## src/rtl/seq_pkg.sv

```systemverilog
package seq_pkg;
  localparam int OCW = 4;

  localparam logic [OCW-1:0] OC_ALU    = 4'd0;
  localparam logic [OCW-1:0] OC_LOAD   = 4'd1;
  localparam logic [OCW-1:0] OC_STORE  = 4'd2;
  localparam logic [OCW-1:0] OC_BRANCH = 4'd3;
  localparam logic [OCW-1:0] OC_JUMP   = 4'd4;
  localparam logic [OCW-1:0] OC_JALR   = 4'd5;
  localparam logic [OCW-1:0] OC_MOV2S  = 4'd6;
  localparam logic [OCW-1:0] OC_MOV2G  = 4'd7;
  localparam logic [OCW-1:0] OC_SET    = 4'd8;

  localparam logic [1:0] SZ_BYTE = 2'd0;
  localparam logic [1:0] SZ_HALF = 2'd1;

  typedef enum logic [4:0] {
    ST_FETCH, ST_DECODE,
    ST_ALU_EX, ST_ALU_WB,
    ST_LS_ADDR, ST_LS_MAR, ST_LS_MEM, ST_LS_REL, ST_LS_WB,
    ST_BR_1, ST_BR_2, ST_BR_3, ST_BR_4,
    ST_J_1, ST_JL_LINK, ST_J_2,
    ST_MV,
    ST_SET_1, ST_SET_2, ST_SET_WB
  } seq_state_e;

  typedef struct packed {
    logic ir_load;
    logic pc_inc;
    logic pc_load;
    logic mar_load;
    logic mdr_load;
    logic rf_we;
    logic link_sel;
    logic sr_we;
    logic bus_req;
    logic bus_wr;
    logic fetch_ph;
  } seq_ctl_t;
endpackage

```

## src/rtl/seq_ctrl.sv

```systemverilog
module seq_ctrl
  import seq_pkg::*;
(
  input  logic           clk,
  input  logic           rst,
  input  logic [OCW-1:0] op_class_i,
  input  logic           ack_i,
  input  logic           cond_i,
  output seq_ctl_t       ctl_o
);
  seq_state_e     state_q, state_d;
  logic [OCW-1:0] cls_q;
  logic           is_load;

  assign is_load = (cls_q == OC_LOAD);

  always_ff @(posedge clk) begin
    if (rst) begin
      state_q <= ST_FETCH;
      cls_q   <= '0;
    end else begin
      state_q <= state_d;
      if (state_q == ST_DECODE) cls_q <= op_class_i;
    end
  end

  always_comb begin
    state_d = state_q;
    case (state_q)
      ST_FETCH:   if (ack_i) state_d = ST_DECODE;
      ST_DECODE: begin
        case (op_class_i)
          OC_ALU:             state_d = ST_ALU_EX;
          OC_LOAD, OC_STORE:  state_d = ST_LS_ADDR;
          OC_BRANCH:          state_d = ST_BR_1;
          OC_JUMP, OC_JALR:   state_d = ST_J_1;
          OC_MOV2S, OC_MOV2G: state_d = ST_MV;
          OC_SET:             state_d = ST_SET_1;
          default:            state_d = ST_FETCH;
        endcase
      end
      ST_ALU_EX:  state_d = ST_ALU_WB;
      ST_ALU_WB:  state_d = ST_FETCH;
      ST_LS_ADDR: state_d = ST_LS_MAR;
      ST_LS_MAR:  state_d = ST_LS_MEM;
      ST_LS_MEM:  if (ack_i) state_d = ST_LS_REL;
      ST_LS_REL:  state_d = ST_LS_WB;
      ST_LS_WB:   state_d = ST_FETCH;
      ST_BR_1:    state_d = ST_BR_2;
      ST_BR_2:    state_d = ST_BR_3;
      ST_BR_3:    state_d = ST_BR_4;
      ST_BR_4:    state_d = ST_FETCH;
      ST_J_1:     state_d = (cls_q == OC_JALR) ? ST_JL_LINK : ST_J_2;
      ST_JL_LINK: state_d = ST_J_2;
      ST_J_2:     state_d = ST_FETCH;
      ST_MV:      state_d = ST_FETCH;
      ST_SET_1:   state_d = ST_SET_2;
      ST_SET_2:   state_d = ST_SET_WB;
      ST_SET_WB:  state_d = ST_FETCH;
      default:    state_d = ST_FETCH;
    endcase
  end

  always_comb begin
    ctl_o = '0;
    case (state_q)
      ST_FETCH: begin
        ctl_o.fetch_ph = 1'b1;
        ctl_o.bus_req  = !rst;
        ctl_o.ir_load  = ack_i && !rst;
        ctl_o.pc_inc   = ack_i && !rst;
      end
      ST_ALU_WB:  ctl_o.rf_we    = 1'b1;
      ST_LS_MAR:  ctl_o.mar_load = 1'b1;
      ST_LS_MEM: begin
        ctl_o.bus_req  = !rst;
        ctl_o.bus_wr   = (cls_q == OC_STORE) && !rst;
        ctl_o.mdr_load = ack_i && is_load && !rst;
      end
      ST_LS_WB:   ctl_o.rf_we    = is_load;
      ST_BR_4:    ctl_o.pc_load  = cond_i;
      ST_JL_LINK: begin
        ctl_o.rf_we    = 1'b1;
        ctl_o.link_sel = 1'b1;
      end
      ST_J_2:     ctl_o.pc_load  = 1'b1;
      ST_MV: begin
        ctl_o.sr_we = (cls_q == OC_MOV2S);
        ctl_o.rf_we = (cls_q == OC_MOV2G);
      end
      ST_SET_WB:  ctl_o.rf_we    = 1'b1;
      default: ;
    endcase
  end


  fetch_release_chk: assert property (@(posedge clk) disable iff (rst)
    (state_q == ST_FETCH && ack_i) |=> !ctl_o.bus_req);


  mem_wait_chk: assert property (@(posedge clk) disable iff (rst)
    (ctl_o.bus_req && !ack_i) |=> ctl_o.bus_req && (state_q == $past(state_q)));


  quiet_write_chk: assert property (@(posedge clk) disable iff (rst)
    (ctl_o.rf_we || ctl_o.sr_we || ctl_o.pc_load) |-> !ctl_o.bus_req);
endmodule

```

## src/rtl/seq_pc.sv

```systemverilog
module seq_pc #(
  parameter int AW   = 32,
  parameter int STEP = 4
) (
  input  logic          clk,
  input  logic          rst,
  input  logic          inc_i,
  input  logic          load_i,
  input  logic [AW-1:0] tgt_i,
  output logic [AW-1:0] pc_o
);
  localparam logic [AW-1:0] ALIGN = ~AW'(STEP - 1);
  localparam logic [AW-1:0] INCR  = AW'(STEP);

  logic [AW-1:0] pc_q;

  always_ff @(posedge clk) begin
    if (rst)         pc_q <= '0;
    else if (load_i) pc_q <= tgt_i & ALIGN;
    else if (inc_i)  pc_q <= pc_q + INCR;
  end

  assign pc_o = pc_q;


  pc_align_chk: assert property (@(posedge clk) disable iff (rst)
    (pc_q & ~ALIGN) == '0);
endmodule

```

## src/rtl/seq_bus.sv

```systemverilog
module seq_bus
  import seq_pkg::*;
#(
  parameter int AW = 32,
  parameter int DW = 32
) (
  input  logic               clk,
  input  logic               rst,
  input  logic               fetch_ph_i,
  input  logic               bus_req_i,
  input  logic               bus_wr_i,
  input  logic               mar_load_i,
  input  logic               ack_i,
  input  logic [AW-1:0]      pc_i,
  input  logic [AW-1:0]      ea_i,
  input  logic [1:0]         size_i,
  input  logic [DW-1:0]      sdat_i,
  output logic               cyc_o,
  output logic               stb_o,
  output logic               we_o,
  output logic [AW-1:0]      adr_o,
  output logic [DW/8-1:0]    sel_o,
  output logic [DW-1:0]      dat_o
);
  localparam int NL = DW / 8;
  localparam int LB = $clog2(NL);
  localparam logic [AW-1:0] WMASK = ~AW'(NL - 1);

  logic [AW-1:0] mar_q;
  logic [1:0]    size_q;
  logic [DW-1:0] sdat_q;
  logic [DW-1:0] byte_rep, half_rep;
  logic [NL-1:0] lane;

  always_ff @(posedge clk) begin
    if (rst) begin
      mar_q  <= '0;
      size_q <= '0;
      sdat_q <= '0;
    end else if (mar_load_i) begin
      mar_q  <= ea_i;
      size_q <= size_i;
      sdat_q <= sdat_i;
    end
  end

  for (genvar g = 0; g < NL; g++) begin : g_byte
    assign byte_rep[g*8 +: 8] = sdat_q[7:0];
  end
  for (genvar h = 0; h < NL / 2; h++) begin : g_half
    assign half_rep[h*16 +: 16] = sdat_q[15:0];
  end

  always_comb begin
    case (size_q)
      SZ_BYTE: lane = NL'(1) << mar_q[LB-1:0];
      SZ_HALF: lane = NL'(3) << {mar_q[LB-1:1], 1'b0};
      default: lane = '1;
    endcase
  end

  always_comb begin
    if (fetch_ph_i) begin
      adr_o = pc_i;
      sel_o = '1;
    end else begin
      adr_o = mar_q & WMASK;
      sel_o = lane;
    end
    case (size_q)
      SZ_BYTE: dat_o = byte_rep;
      SZ_HALF: dat_o = half_rep;
      default: dat_o = sdat_q;
    endcase
  end

  assign cyc_o = bus_req_i;
  assign stb_o = bus_req_i;
  assign we_o  = bus_wr_i;


  stall_hold_chk: assert property (@(posedge clk) disable iff (rst)
    (stb_o && !ack_i) |=> stb_o && $stable(adr_o) && $stable(sel_o)
                          && $stable(we_o) && $stable(dat_o));


  write_in_bus_chk: assert property (@(posedge clk) disable iff (rst)
    we_o |-> (stb_o && !fetch_ph_i));
endmodule

```

## src/rtl/cpu_seq_wbm.sv

```systemverilog
module cpu_seq_wbm
  import seq_pkg::*;
#(
  parameter int AW = 32,
  parameter int DW = 32
) (
  input  logic             clk_i,
  input  logic             rst_i,
  input  logic [3:0]       op_class_i,
  input  logic             cond_i,
  input  logic [AW-1:0]    ea_i,
  input  logic [1:0]       size_i,
  input  logic [DW-1:0]    st_data_i,
  input  logic [AW-1:0]    tgt_i,
  input  logic             wb_ack_i,
  output logic             wb_cyc_o,
  output logic             wb_stb_o,
  output logic             wb_we_o,
  output logic [AW-1:0]    wb_adr_o,
  output logic [DW/8-1:0]  wb_sel_o,
  output logic [DW-1:0]    wb_dat_o,
  output logic             ir_load_o,
  output logic             pc_inc_o,
  output logic             pc_load_o,
  output logic             mar_load_o,
  output logic             mdr_load_o,
  output logic             rf_we_o,
  output logic             link_sel_o,
  output logic             sr_we_o,
  output logic [AW-1:0]    pc_o
);
  localparam int NL = DW / 8;

  seq_ctl_t      ctl;
  logic [AW-1:0] pc;

  seq_ctrl u_ctrl (
    .clk        (clk_i),
    .rst        (rst_i),
    .op_class_i (op_class_i),
    .ack_i      (wb_ack_i),
    .cond_i     (cond_i),
    .ctl_o      (ctl)
  );

  seq_pc #(.AW(AW), .STEP(NL)) u_pc (
    .clk    (clk_i),
    .rst    (rst_i),
    .inc_i  (ctl.pc_inc),
    .load_i (ctl.pc_load),
    .tgt_i  (tgt_i),
    .pc_o   (pc)
  );

  seq_bus #(.AW(AW), .DW(DW)) u_bus (
    .clk        (clk_i),
    .rst        (rst_i),
    .fetch_ph_i (ctl.fetch_ph),
    .bus_req_i  (ctl.bus_req),
    .bus_wr_i   (ctl.bus_wr),
    .mar_load_i (ctl.mar_load),
    .ack_i      (wb_ack_i),
    .pc_i       (pc),
    .ea_i       (ea_i),
    .size_i     (size_i),
    .sdat_i     (st_data_i),
    .cyc_o      (wb_cyc_o),
    .stb_o      (wb_stb_o),
    .we_o       (wb_we_o),
    .adr_o      (wb_adr_o),
    .sel_o      (wb_sel_o),
    .dat_o      (wb_dat_o)
  );

  assign ir_load_o  = ctl.ir_load;
  assign pc_inc_o   = ctl.pc_inc;
  assign pc_load_o  = ctl.pc_load;
  assign mar_load_o = ctl.mar_load;
  assign mdr_load_o = ctl.mdr_load;
  assign rf_we_o    = ctl.rf_we;
  assign link_sel_o = ctl.link_sel;
  assign sr_we_o    = ctl.sr_we;
  assign pc_o       = pc;


  reset_pc_chk: assert property (@(posedge clk_i)
    $past(rst_i) |-> (pc_o == '0));
endmodule

```

## config.mk

```make
export PLATFORM = sky130hd
export DESIGN_NAME = cpu_seq_wbm
export DESIGN_NICKNAME = d
export VERILOG_FILES = /design/src/rtl/seq_pkg.sv /design/src/rtl/seq_ctrl.sv /design/src/rtl/seq_pc.sv /design/src/rtl/seq_bus.sv /design/src/rtl/cpu_seq_wbm.sv
export SDC_FILE = /design/constraint.sdc
export NUM_CORES = 1
export LEC_CHECK = 0
export ABC_CLOCK_PERIOD_IN_PS = 4310
export BUFFER_PORTS_ARGS = -buffer_cell sky130_fd_sc_hd__buf_2
export CAP_MARGIN = 20
export CORE_MARGIN = 2
export CORE_UTILIZATION = 44
export DETAILED_ROUTE_END_ITERATION = 12
export PLACE_DENSITY = 0.83
export SLEW_MARGIN = 20
export SYNTH_ARGS = -nofsm -noshare
export SYNTH_HDL_FRONTEND = slang
export SYNTH_SLANG_ARGS = --single-unit
export TNS_END_PERCENT = 10
```

## constraint.sdc

```tcl
create_clock -name clk_i -period 4.31 [get_ports clk_i]
set_clock_uncertainty 0.1 [all_clocks]
set_input_delay 0.431 -clock clk_i [delete_from_list [all_inputs] [get_ports clk_i]]
set_output_delay 0.431 -clock clk_i [all_outputs]
set_load 0.03 [all_outputs]
```

* After elaboration in Yosys (flattened, before gate mapping)
Memories as Yosys holds them, arrays and structs flattened.
Index checks and enable logic that the tools add are counted.
** Cells by class
- Add/sub/neg operators :: 1
- Equal/unequal tests :: 27
- Shifts and indexed selects :: 2
- Multiplexer cells :: 20
- Reductions and logical operators :: 12
** Operator list (count)
- $mux 32 :: 3
- $pmux 5 s14 :: 1
- $pmux 32 s2 :: 1
- $eq 5x4->1 const B :: 8
- $add 32x3->32 const B :: 1
- $eq 5x3->1 const B :: 4
- $eq 5x5->1 const B :: 4
- $eq 4x3->1 const B :: 3
- $eq 5x2->1 const B :: 2
- $mux 5 :: 2
- $mux 1 :: 8
- $pmux 4 s2 :: 1
- $eq 5x1->1 const B :: 1
- $logic_not 5->1 :: 1
- $eq 4x1->1 const B :: 1
- $eq 4x2->1 const B :: 1
- $logic_and 1x1->1 :: 4
- $mux 4 :: 1
- $ne 2x2->1 const B :: 2
- $reduce_or 2->1 :: 2
- $shl 1x2->4 const A :: 1
- $shl 2x2->4 const A :: 1
- $pmux 1 s3 :: 1
- $reduce_or 3->1 :: 1
- 7 further kinds :: 7
** Word-level totals
- Flip-flop bits (word level) :: 107
- Bits in read-only memories :: 80
- Input port bits :: 106
- Output and inout port bits :: 111
- Logic and storage cells :: 70
- Memories :: 1
** Memory list
- (name not given) :: words 16, bits a word 5, read ports 1, clocked after memory_dff 0, write ports 0, line seq_ctrl.sv:32 : case (op_class_i)

* Longest topological paths before layout
- Depth in word-level cells :: 5
- Mapped depth :: 8
- Gate-level depth less buffers :: 7

* Hierarchy
A second synthesis with hierarchy kept.
** Second synthesis, totals
- Cell total of the unflattened synthesis :: 667
- Area total of the unflattened synthesis :: 6022.0 um^2
** Modules (own cells, without submodules)
- seq_bus :: times used 1, cells each 313, area an instance 3281.9 um^2, sequential area each 1321.3 um^2
- seq_pc :: times used 1, cells each 251, area an instance 1929.4 um^2, sequential area each 600.6 um^2
- seq_ctrl :: times used 1, cells each 103, area an instance 810.8 um^2, sequential area each 180.2 um^2

* Worst setup path before layout
Ideal clock, no wire load.
- Kind :: register -> output
- Start :: register u_ctrl.state_q[0]
- End :: output pc_inc_o
- Arrival :: 2303 ps
- Required time :: 3779 ps
- Setup slack :: 1476 ps
- Stages on the path, launching flop included :: 7
- Buffers on the path :: 3
- Cells stage by stage :: dfxtp_1 clkbuf_1 clkbuf_1 nor2_1 nand2_1 nor4b_1 buf_4
** Between the ends
- Longest elaborated chain between the ends :: 2
** RTL lines
- from (decl) :: line seq_ctrl.sv:11 : seq_state_e state_q, state_d;
- from (signal assigned) :: line seq_ctrl.sv:22 : state_q <= state_d;
- $logic_not 5->1 :: line seq_ctrl.sv:66 : case (state_q)
- $mux 2 :: line seq_ctrl.sv:66
- to (decl) :: line cpu_seq_wbm.sv:23 : output logic pc_inc_o,
No other way between the ends.

* Worst setup path after layout
- Start :: register u_ctrl.state_q[1]
- End :: output wb_adr_o[16]
** Between the ends
- Longest elaborated chain between the ends :: 3
** RTL lines
- $logic_not 5->1 :: line seq_ctrl.sv:66
- $mux 1 :: line seq_ctrl.sv:66
- $mux 32 :: line seq_bus.sv:63 : if (fetch_ph_i) begin
- to (decl) :: line cpu_seq_wbm.sv:19 : output logic [AW-1:0] wb_adr_o,
No other way between the ends.

==> results.json <==
{
  "synth_cell_type_count": 58,
  "max_freq_ghz": 0.2810,
  "place.gp.congestion": 0.8673,
  "final-instance-count-excl-fill": 1045,
  "drc": 0,
  "synth_seq_cells": 105,
  "post-route-period-util_pct": 82.57,
  "antenna_cells": 0,
  "cts-root-buf": "clkbuf_16",
  "wl_um": 15330,
  "synthCells": 704,
  "clk-insertion-delay-late_ns": 0.35,
  "synth_fa_ha_area_share_pct": 0.6670,
  "cts_tree": "built",
  "ant_nets": 0,
  "cts_sinks": 105,
  "finalMaxSlewViolations": 0,
  "cp-start-kind": "flip-flop",
  "synth_mux_area_share_pct": 11.45,
  "drtPass1Iterations": 4,
  "drive_gt1_share_pct": 33.10,
  "cts.repair.resized": 0,
  "fin_tns_setup_ns": 0,
  "cts.clk_slew.worst_paths_ns": 0.07,
  "grt_usage_pct": 21.23,
  "io_pins": 217,
  "grt_max_degree": 67,
  "vias_per_cell": 5.191,
  "grt_pass1_vias": 4625,
  "netlist_area_um2": 5628,
  "powerDensity_nw_per_um2": 356.5,
  "ys_seq_area_share_pct": 37.35,
  "dieArea_um2": 13710,
  "area_growth_pct": 22.81,
  "yosys-top-cells-area": "dfxtp_1 (37%), nand2_1 (11%), mux2_2 (8.4%), a21oi_1 (7.1%), xor2_1 (3.3%)",
  "min_path_type": "in -> reg",
  "crit_arrival_ns": 3.03,
  "grt_antenna_before_repair": 0,
  "setup_viol_count_final": 0,
  "worst_pin_slew_ns": 0.8311,
  "postCtsSetupBuffers": 0,
  "wl_per_cell_um": 14.67,
  "final_cell_area_um2": 6912,
  "dp.cells": 1029,
  "finalHoldViolCount": 0,
  "crit_required_ns": 3.78,
  "synth_top_family_by_area": "simple AND/OR/NAND/NOR gates",
  "synth_ff_type": "dfxtp_1",
  "leakagePower_nw": 3.013,
  "hold-worst-slack_ns": 0.1988,
  "port_buffers": 210,
  "synth_top_area_share_pct": 37.35,
  "worstSetupEndpointType": "output port",
  "finalWorstPathRequiredPeriod_ns": 3.559,
  "slew_headroom_pct": 44.29,
  "synth-simple-area-share_pct": 24.54,
  "vias": 5425,
  "die_y_um": 117.1,
  "path_max_fanout": 19,
  "initial_core_util_pct": 44.78,
  "syn_area_per_cell_um2": 7.994,
  "ys_async_sr_fraction_pct": 0,
  "drt_iter0_drc": 522,
  "num_rows": 41,
  "core_region_area_um2": 12570,
  "synth_common_cells": "nand2_1 (161), dfxtp_1 (105), a21oi_1 (80), nor2_1 (43), mux2_2 (42)",
  "numCtsBuffers": 9,
  "ir_drop_mv": 0.2375,
  "grt_pass1_wl_um": 22890,
  "synth_largest_area_cell": "dfxtp_1",
  "cts_buffer_depth": 2,
  "dp_hpwl_um": 11040,
  "power_w": 0.002464,
  "maxCapViolCount": 0,
  "status": "finished clean",
  "holdBufCountCts": 0,
  "fin_nets": 977,
  "rsz0062_at_grt": "no",
  "synth_xor_xnor_area_share_pct": 3.891,
  "worstSetupPathType": "reg -> out",
  "ys_warn_count": 0,
  "synth_edf_count": 0,
  "dpl_cell_area_um2": 6615,
  "synth-compound-area-share_pct": 14.96,
  "yosysMostFrequentCell": "nand2_1",
  "overflow": 0,
  "htree_levels": 3,
  "die-width_um": 117.1
}
-- report_power, final --
group	total (W)	switching, W	internal [W]
clock	0.000825	0.000359	0.000466
sequential	0.00107	0.0000635	0.00100
combinational	0.000572	0.000359	0.000212
-- cell usage in the layout (no fill, tap or decap), types with 4 or more instances in the layout --
cell and instances:
o21ai_0 23, mux2_2 42, mux2i_1 16, a21oi_1 80, inv_1 9, and3_1 10
o22ai_1 4, nor2_1 43, nand3_1 6, nor2b_1 8, xor2_1 21, nand2b_1 4
nor3_1 6, xnor2_1 4, a211oi_1 20, dfxtp_1 105, nand4_1 19, clkbuf_16 9
nand2_1 161, buf_2 209, and2_1 4, buf_4 7, conb_1 4
-- critical path: stages, from the launching register on --
cell	delay, ns
dfxtp_1	0.67
or3_1	0.41
or3_1	0.64
buf_4	0.39
mux2_2	0.37
buf_2	0.18
-- worst paths after layout --
path	startpoint	end	cells past startpoint	slack [ns]
max	u_ctrl.state_q[1]	wb_adr_o[16]	5	0.75
min	tgt_i[18]	u_pc.pc_o[18]	3	0.20
max reg2reg	u_ctrl.state_q[0]	u_bus.mar_q[31]	6	1.61
min reg2reg	u_bus.mar_q[10]	u_bus.mar_q[10]	2	0.35
-- sequential cells by signal, summed over array words and instances, names as in the netlist --
| name | count |
|---|---|
| u_bus.mar_q | 32 |
| u_bus.sdat_q | 32 |
| u_pc.pc_o | 30 |
| u_ctrl.state_q | 5 |
| u_ctrl.cls_q | 4 |
| u_bus.size_q | 2 |
-- final cells by class --
class	instances	area (µm²)
fillers	1170	5657
inverters	11	41.29
multi-input cells	525	3158
clock buffers	11	242.7
well taps	172	215.2
flip-flops and latches	105	2102
repair buffers	216	1099
clock inverters	5	53.80
-- layer usage --
metal | vias to the layer above | wire [µm] | global-route usage [%] | part of all wire, %
met1 | 2490 | 6910 | 28.33 | 45
met3 | 10 | 847 | 5.252 | 5.5
met5 | - | 0 | 0 | 0
met4 | 0 | 183 | 4.941 | 1.2
met2 | 178 | 7389 | 34.76 | 48
li1 | 2747 | - | - | -
-- stage by stage --
step | utilization (%) | setup WS [ns]
6_report | 54.99 | 0.7514
5_1_grt | 54.99 | 0.5314
4_1_cts | 54.99 | 0.6910
3_5_place_dp | 52.63 | 1.083
3_3_place_gp | 52.63 | 1.129
2_1_floorplan | - | 1.476
-- kinds of logic after synthesis --
group / count (synthesis)
buffers and inverters: 77
multiplexers: 59
AO/OA/AOI/OAI: 144
adder cells (fa/ha/maj): 3
flip-flops: 105
other: 1
AND/OR/NAND/NOR: 290
XOR/XNOR: 25
No activity file was read; power rests on OpenSTA's default activity.
